## config.mk

```make
export PLATFORM = sky130hd
export DESIGN_NAME = pwm_update_divider
export DESIGN_NICKNAME = d
export VERILOG_FILES = /design/src/rtl/pwm_div_pkg.sv /design/src/rtl/pwm_div_ctrl.sv /design/src/rtl/pwm_div_datapath.sv /design/src/rtl/pwm_update_divider.sv
export SDC_FILE = /design/constraint.sdc
export NUM_CORES = 1
export LEC_CHECK = 0
export BUFFER_PORTS_ARGS = -buffer_cell sky130_fd_sc_hd__buf_2
export CAP_MARGIN = 20
export CORE_UTILIZATION = 43
export DETAILED_ROUTE_END_ITERATION = 8
export MAX_ROUTING_LAYER = met4
export PLACE_DENSITY = 0.66
export SLEW_MARGIN = 20
export SYNTH_ARGS = -nofsm -noshare
export SYNTH_HDL_FRONTEND = slang
export SYNTH_HIERARCHICAL = 1
export SYNTH_SLANG_ARGS = --single-unit
```

## constraint.sdc

```tcl
create_clock -name clk -period 2.45 [get_ports clk]
set_input_delay 0.3675 -clock clk [delete_from_list [all_inputs] [get_ports clk]]
set_output_delay 0.3675 -clock clk [all_outputs]
set_load 0.02 [all_outputs]
```

## src/rtl/pwm_div_pkg.sv

```systemverilog
package pwm_div_pkg;

  localparam int CNT_W     = 2;
  localparam int NUM_DIV   = 2;
  localparam int IDX_CYCLE = 0;
  localparam int IDX_UPD   = 1;

  typedef enum logic [1:0] {
    OP_EDGE   = 2'b00,
    OP_CENTER = 2'b01,
    OP_DUAL   = 2'b10,
    OP_RSVD   = 2'b11
  } opClass_t;

  typedef struct packed {
    logic                              restart;
    logic                              advance;
    logic [NUM_DIV-1:0][CNT_W-1:0]     lastCnt;
  } divCtrl_t;

  // The terminal count for each strobe is its interval minus one.
  function automatic logic [CNT_W-1:0] cycleLast(opClass_t op, logic pushPull);
    logic [CNT_W-1:0] res;
    case (op)
      OP_CENTER, OP_DUAL: res = pushPull ? CNT_W'(3) : CNT_W'(1);
      default:            res = pushPull ? CNT_W'(1) : CNT_W'(0);
    endcase
    return res;
  endfunction

  function automatic logic [CNT_W-1:0] updLast(opClass_t op, logic pushPull);
    logic [CNT_W-1:0] res;
    case (op)
      OP_CENTER: res = pushPull ? CNT_W'(3) : CNT_W'(1);
      OP_DUAL:   res = CNT_W'(0);
      default:   res = pushPull ? CNT_W'(1) : CNT_W'(0);
    endcase
    return res;
  endfunction

endpackage

```

## src/rtl/pwm_div_ctrl.sv

```systemverilog
module pwm_div_ctrl
  import pwm_div_pkg::*;
(
  input  logic     clk,
  input  logic     rstN,
  input  logic     periodPulse,
  input  logic [1:0] opMode,
  input  logic     outMode,
  output divCtrl_t ctrlOut
);

  logic [1:0] prevOp;
  logic       prevOut;
  logic       modeChanged;
  opClass_t   opClass;

  // The previous values are primed from the inputs during reset, so that
  // releasing reset is never mistaken for a mode change.
  always_ff @(posedge clk) begin
    prevOp  <= opMode;
    prevOut <= outMode;
  end

  assign opClass     = opClass_t'(opMode);
  assign modeChanged = rstN && ((opMode != prevOp) || (outMode != prevOut));

  always_comb begin
    ctrlOut.restart            = modeChanged;
    ctrlOut.advance            = rstN && periodPulse && !modeChanged;
    ctrlOut.lastCnt[IDX_CYCLE] = cycleLast(opClass, outMode);
    ctrlOut.lastCnt[IDX_UPD]   = updLast(opClass, outMode);
  end

  // a restart and an advance never happen in the same cycle.
  assert_restart_blocks_pulse_R10: assert property (@(posedge clk) disable iff (!rstN)
    ctrlOut.restart |-> !ctrlOut.advance);

  // the cycle interval is always at least as long as the update
  // interval. Checked across the two lookup results.
  assert_update_not_slower_R6: assert property (@(posedge clk) disable iff (!rstN)
    ctrlOut.lastCnt[IDX_UPD] <= ctrlOut.lastCnt[IDX_CYCLE]);

endmodule

```

## src/rtl/pwm_div_datapath.sv

```systemverilog
module pwm_div_datapath
  import pwm_div_pkg::*;
#(
  parameter int DIVS  = NUM_DIV,
  parameter int WIDTH = CNT_W
) (
  input  logic            clk,
  input  logic            rstN,
  input  divCtrl_t        ctrlIn,
  output logic [DIVS-1:0] strobe
);

  localparam logic [WIDTH-1:0] PRIME = {WIDTH{1'b1}};

  for (genvar i = 0; i < DIVS; i++) begin : g_div
    logic [WIDTH-1:0] cnt;
    logic             strobeQ;
    logic             wrapNow;

    assign wrapNow = cnt >= ctrlIn.lastCnt[i];

    always_ff @(posedge clk) begin
      if (!rstN) begin
        // The counter is primed to its maximum, so the first pulse wraps it.
        cnt     <= PRIME;
        strobeQ <= 1'b0;
      end else if (ctrlIn.restart) begin
        cnt     <= '0;
        strobeQ <= 1'b0;
      end else if (ctrlIn.advance) begin
        cnt     <= wrapNow ? '0 : cnt + 1'b1;
        strobeQ <= wrapNow;
      end else begin
        strobeQ <= 1'b0;
      end
    end

    assign strobe[i] = strobeQ;

    // a strobe only ever follows an accepted period pulse.
    assert_strobe_needs_pulse_R2: assert property (@(posedge clk) disable iff (!rstN)
      strobeQ |-> $past(ctrlIn.advance));

    // a strobe coincides with the counter having just wrapped.
    assert_strobe_leaves_zero_R10: assert property (@(posedge clk) disable iff (!rstN)
      strobeQ |-> (cnt == '0));
  end

endmodule

```

## src/rtl/pwm_update_divider.sv

```systemverilog
module pwm_update_divider
  import pwm_div_pkg::*;
(
  input  logic       clk,
  input  logic       rstN,
  input  logic       periodPulse,
  input  logic [1:0] opMode,
  input  logic       outMode,
  output logic       cycleStrobe,
  output logic       updateStrobe
);

  divCtrl_t           ctrl;
  logic [NUM_DIV-1:0] strobes;

  pwm_div_ctrl u_ctrl (
    .clk         (clk),
    .rstN        (rstN),
    .periodPulse (periodPulse),
    .opMode      (opMode),
    .outMode     (outMode),
    .ctrlOut     (ctrl)
  );

  pwm_div_datapath #(.DIVS(NUM_DIV), .WIDTH(CNT_W)) u_dp (
    .clk    (clk),
    .rstN   (rstN),
    .ctrlIn (ctrl),
    .strobe (strobes)
  );

  assign cycleStrobe  = strobes[IDX_CYCLE];
  assign updateStrobe = strobes[IDX_UPD];

  // the cycle strobe implies the update strobe.
  assert_cycle_implies_update_R12: assert property (@(posedge clk) disable iff (!rstN)
    cycleStrobe |-> updateStrobe);

  // the cycle after a mode change is quiet.
  assert_quiet_after_change_R10: assert property (@(posedge clk) disable iff (!rstN)
    ctrl.restart |=> (!cycleStrobe && !updateStrobe));

  // in the double-update class, every accepted pulse yields an update.
  assert_dual_updates_each_pulse_R7: assert property (@(posedge clk) disable iff (!rstN)
    (ctrl.advance && opMode == 2'b10) |=> updateStrobe);

endmodule

```

==> impl_metrics.json, run 1 <==
{
  "p_leak_uw": 0.000286,
  "setup.worst_path.class": "input port to flip-flop",
  "nets": 79,
  "synth.area.top_cells": "dfxtp_1 (32%), ha_1 (13%), inv_1 (5.4%), xor2_1 (4.7%), buf_4 (4.0%)",
  "ant_nets": 0,
  "report.final.slew_viol_count": 0,
  "hold_violations": 0,
  "synthFlopType": "dfxtp_1",
  "start_util_pct": 48.4,
  "grt_max_degree": 12,
  "hold_path_startpoint": "opMode[0]",
  "worstSetupStartpointType": "input port",
  "power_per_cell_area_mw_per_mm2": 567,
  "pre_cts_slack_ns": 0.298,
  "drive_above_1_share_pct": 22.7,
  "worstPathMaxFanout": 4,
  "synth_adder_area_share_pct": 13.4,
  "insertion_delay_ns": 0.25,
  "cts_buffer_depth": 2,
  "yosys.area_share.simple_pct": 19.7,
  "synth_nets": 71,
  "syn_inst": 59,
  "die_w_um": 38.1,
  "finalCriticalPeriod_ns": 1.88,
  "slew_headroom_pct": 71.3,
  "synth_top_cells_by_count": "dfxtp_1 (9), inv_1 (8), ha_1 (6), nor2_1 (4)",
  "setup_ws_ns": 0.569,
  "area_growth_pct": 8.72,
  "clock.fmax_mhz": 532,
  "ys_seq_area_share_pct": 32.2,
  "drv_cap": 0,
  "startpoint": "opMode[0]",
  "whs_ns": 0.267,
  "peakVddDrop_mv": 0.236,
  "die_h_um": 38.1,
  "htreeDepth": 1,
  "cts_tree": "yes",
  "grt_use_total_pct": 15.6,
  "cp-end-kind": "flip-flop",
  "synth-edff-count": 0,
  "num-fill-cells": 113,
  "yosysMostFrequentCell": "dfxtp_1",
  "outcome": "completed",
  "wl_per_cell_um": 11.3,
  "cts_resized": 0,
  "cts_buffers": 3,
  "synth-async-reset-ratio_pct": 0,
  "synth_top_cell_area_share_pct": 32.2,
  "setup_viol": 0,
  "gp_congestion": 0.679,
  "drt-total-wl_um": 906,
  "synth_cell_types": 23,
  "rsz0062_at_grt": "no",
  "fin_total_pwr_uw": 345,
  "first_pass_iters": 2,
  "required_ns": 2.61,
  "grt_pass1_vias": 402,
  "r2r-start": "u_ctrl/prevOp[1]",
  "worst_pin_slew_ns": 0.427,
  "finalClockSkew_ns": 0.00118,
  "synthMuxAreaShare_pct": 2.01,
  "fin_tns_setup_ns": 0,
  "cts_setup_buffers": 0,
  "synth_top_family_by_area": "simple AND/OR/NAND/NOR gates",
  "drt_iter0_markers": 3,
  "die_area_mm2": 0.00145,
  "synth_compound_area_share_pct": 15.9,
  "diodes": 0,
  "portBuffers": 7,
  "cts_sinks": 9,
  "coreArea_mm2": 0.00116,
  "path_clk_slew_ns": 0.06,
  "viasPerCell": 5.13,
  "antenna_found_initial": 0,
  "synth.largest_area_cell": "dfxtp_1",
  "cts_hold_buf": 0,
  "dp_hpwl_um": 721,
  "globalRouteOverflowTotal": 0,
  "grt_pass1_wl_mm": 1.57,
  "ys_ff_latch": 9,
  "hp-class": "input port to flip-flop",
  "critPathArrivalTime_ns": 2.04,
  "syn_area_per_cell_um2": 9.48,
  "ctsRootBufferMaster": "clkbuf_4",
  "rows": 12,
  "synth-xor-area-share_pct": 4.70,
  "io_pins": 8,
  "ys_warn_count": 6,
  "synthesis.area_um2": 559,
  "drc": 0,
  "dr_total_vias": 410,
  "period_share_pct": 76.8
}
[cells in the final DEF (no fill, tap or decap), drive strengths merged]
cell type / Yosys / layout
inv: 8 / 8
ha: 6 / 6
dfxtp: 9 / 9
clkbuf: 1 / 4
nor4: 1 / 1
o31ai: 2 / 2
nand3b: 1 / 1
buf: 4 / 8
or3b: 2 / 2
a221o: 2 / 2
and2: 1 / 1
mux2: 1 / 1
nand2b: 3 / 3
a31o: 2 / 2
xor2: 3 / 3
o311ai: 2 / 2
nand2: 1 / 1
nand4bb: 2 / 2
nor2: 4 / 4
o31a: 1 / 1
a21oi: 2 / 2
nor2b: 1 / 1
[cell families (layout without fill, tap and decap cells)]
group                      count (synthesis)  in the layout
and+or+nand+nor                           16             16
buffers and inverters                     13             20
AOI/OAI and AO/OA                         11             11
DFF                                        9              9
adders and majority gates                  6              6
xor gates and xnor gates                   3              3
muxes                                      1              1
[stage by stage]
| stage | instances | area [um2] | utilization [%] |
|---|---|---|---|
| 5_1_grt | 80 | 608 | 52.6 |
| 4_1_cts | 80 | 608 | 52.6 |
| 2_1_floorplan | 59 | 559 | - |
| 3_3_place_gp | 76 | 582 | 50.3 |
| 3_5_place_dp | 76 | 582 | 50.3 |
| 6_report | 80 | 608 | 52.6 |
[power by group]
part	switching, uW	total [uW]	internal [uW]
Combinational	35.2	68.2	33.0
Sequential	7.64	164	156
Clock	50.4	113	62.7
[final cells by class]
cell class	count	area (um2)	share of cell area, %
Clock buffer	4	26.3	4.32
Inverter	8	30.0	4.94
Multi-Input combinational cell	37	312	51.2
Sequential cell	9	180	29.6
Tap cell	14	17.5	2.88
Timing Repair Buffer	8	42.5	7.00
[sequential cells by signal (all words and copies together) (netlist names)]
| register | cells |
|---|---|
| u_ctrl/prevOut | 1 |
| u_dp/g_div.strobeQ | 2 |
| u_dp/g_div.cnt | 4 |
| u_ctrl/prevOp | 2 |
[path summary, 6_finish.rpt]
| check | to | slack [ns] | depth (start not counted) |
|---|---|---|---|
| setup / recovery | u_dp/g_div[1].cnt[1] | 0.57 | 8 |
| hold / removal | u_ctrl/prevOp[0] | 0.27 | 1 |
| setup reg to reg | u_dp/g_div[0].cnt[1] | 0.70 | 5 |
| hold reg to reg | u_dp/g_div[1].cnt[1] | 0.54 | 2 |
[critical path, stage by stage]
cell,delay [ns]
buf_2,0.12
inv_1,0.05
ha_1,0.32
mux2_2,0.34
ha_1,0.28
nand2b_1,0.15
a221o_1,0.34
o311ai_1,0.07
[routing by layer]
| layer | vias up | routed length (um) | track usage, % |
|---|---|---|---|
| met2 | 1 | 427 | 25.0 |
| met4 | 0 | 0 | 5.36 |
| met5 | - | 0 | - |
| met3 | 0 | 2 | 1.74 |
| li1 | 220 | - | - |
| met1 | 189 | 476 | 20.2 |
No activity file was read; power rests on OpenSTA's default activity.
==> inputs of run 2 (changes only) <==
==> constraint.sdc (replaced) <==
create_clock -name clk -period 1.8 [get_ports clk]
set_input_delay 0.27 -clock clk [delete_from_list [all_inputs] [get_ports clk]]
set_output_delay 0.27 -clock clk [all_outputs]
set_load 0.02 [all_outputs]
==> run 2 against run 1 <==
  * Critical path depth shrank 1
  * Sequential power grew 35%
  * Critical path type unchanged
  * Critical endpoint unchanged
  * Die area is the same
  * Flip-flop and latch count is the same
  * Clock skew is essentially flat
  * Count of clock-buffer cells in the layout is the same
==> impl_metrics.json, run 2 (synthesis results as in run 1) <==
{
  "met1_length_um": 507,
  "period_share_pct": 94.1,
  "finalNonFillerCells": 85,
  "slowest_stage": "a221o_1",
  "cp-end-kind": "flip-flop",
  "drv_cap": 0,
  "io_pins": 8,
  "finalInstanceArea_um2": 658,
  "drc": 0,
  "fin_total_pwr_uw": 485,
  "portBuffers": 7,
  "p_leak_uw": 0.000311,
  "worstPathMaxFanout": 4,
  "cts_buffer_depth": 2,
  "layout_common_cells": "dfxtp_1 (9), inv_1 (8), buf_2 (7)",
  "largestRegisters": "u_dp/g_div.cnt (4), u_ctrl/prevOp (2), u_dp/g_div.strobeQ (2)",
  "cts_buffers": 3,
  "multi_input_area_um2": 324,
  "coreArea_mm2": 0.00116,
  "drive_above_1_share_pct": 29.6,
  "cpLargestDelayFamily": "adder cells",
  "htreeDepth": 1,
  "finalCriticalPeriod_ns": 1.69,
  "num-fill-cells": 117,
  "grt_max_degree": 8,
  "top_layer": "met4",
  "dr_total_vias": 428,
  "drt-total-wl_um": 952,
  "cts_tree": "yes",
  "finalClockSkew_ns": 0.000924,
  "grt_pass1_wl_mm": 1.67,
  "whs_ns": 0.188,
  "wl_met2_um": 407,
  "drt_iter0_markers": 8,
  "slowest_delay_ns": 0.35,
  "crit_chain": "buf_2 > ha_4 > mux2_2 > ha_1 > nand2b_1 > a221o_1 > o311ai_1",
  "pre_cts_slack_ns": -0.158,
  "largest_reg_flops": 4,
  "regMostFlops": "u_dp/g_div.cnt",
  "hold_violations": 0,
  "viasPerCell": 5.04,
  "rows": 12,
  "die_area_mm2": 0.00145,
  "ff_latch_area_um2": 180,
  "start_util_pct": 48.4,
  "area_growth_pct": 17.7,
  "globalRouteOverflowTotal": 0,
  "slew_headroom_pct": 76.0,
  "cts_sinks": 9,
  "placed_cell_area_um2": 632,
  "dr_wl_met3_um": 27,
  "peakVddDrop_mv": 0.492,
  "dp_hpwl_um": 746,
  "grt_use_total_pct": 17.4,
  "report.final.slew_viol_count": 0,
  "first_pass_iters": 2,
  "setup_ws_ns": 0.107,
  "outcome": "completed",
  "die_h_um": 38.1,
  "rsz0062_at_grt": "no",
  "final_common_cell": "dfxtp_1",
  "cp.buffers_inverters": 1,
  "insertion_delay_ns": 0.25,
  "hp-class": "input port to flip-flop",
  "die_w_um": 38.1,
  "worst_pin_slew_ns": 0.357,
  "ant_nets": 0,
  "antenna_found_initial": 0,
  "gp_congestion": 0.686,
  "cts_resized": 0,
  "required_ns": 1.96,
  "setup.worst_path.class": "input port to flip-flop",
  "ctsRootBufferMaster": "clkbuf_4",
  "clock.fmax_mhz": 591,
  "setup_viol": 0,
  "diodes": 0,
  "worstSetupStartpointType": "input port",
  "wl_per_cell_um": 11.2,
  "grt_pass1_vias": 405,
  "critPathArrivalTime_ns": 1.85,
  "cts_hold_buf": 0,
  "nets": 84,
  "power_per_cell_area_mw_per_mm2": 738,
  "placedCellCount": 81,
  "path_clk_slew_ns": 0.06,
  "cts_setup_buffers": 0
}
## run 2: through the flow
stage / TNS, ns / utilization [%]
after floorplan: 0 / -
after global placement: -0.286 / 54.7
after detailed placement: -0.363 / 54.7
after CTS: 0 / 56.9
after global routing: 0 / 56.9
final: 0 / 56.9
## run 2: cell type report
| cell class | count | area share, % |
|---|---|---|
| Clock buffer | 4 | 3.99 |
| Inverter | 8 | 4.56 |
| Timing Repair Buffer | 13 | 12.2 |
| Sequential cell | 9 | 27.4 |
| Tap cell | 14 | 2.66 |
| Multi-Input combinational cell | 37 | 49.2 |
## run 2: where the power goes
group / total [uW] / switching, uW / internal (uW)
Combinational: 109 / 51.4 / 57.5
Clock: 154 / 69.0 / 85.3
Sequential: 222 / 9.98 / 212
Total: 485 / 130 / 355
## run 2: final timing paths
| check | start | to | slack (ns) | cells after the start |
|---|---|---|---|---|
| setup / recovery | opMode[1] | u_dp/g_div[1].cnt[1] | 0.11 | 7 |
| hold / removal | outMode | u_ctrl/prevOut | 0.19 | 1 |
| setup reg to reg | u_ctrl/prevOp[1] | u_dp/g_div[1].cnt[1] | 0.13 | 5 |
| hold reg to reg | u_dp/g_div[0].cnt[1] | u_dp/g_div[0].cnt[1] | 0.53 | 2 |
## run 2: routing by layer
metal / track usage (%) / up-vias
met5: - / -
met4: 10.7 / 0
met3: 3.49 / 2
met2: 25.0 / 4
met1: 22.4 / 194
li1: - / 228
## run 2: worst register-to-register path: cells and delay by family (launching register included)
| family | cells | cell delay, ns |
|---|---|---|
| xor gates and xnor gates | 1 | 0.14 |
| DFF | 1 | 0.30 |
| and+or+nand+nor | 1 | 0.37 |
| AOI/OAI and AO/OA | 3 | 0.76 |
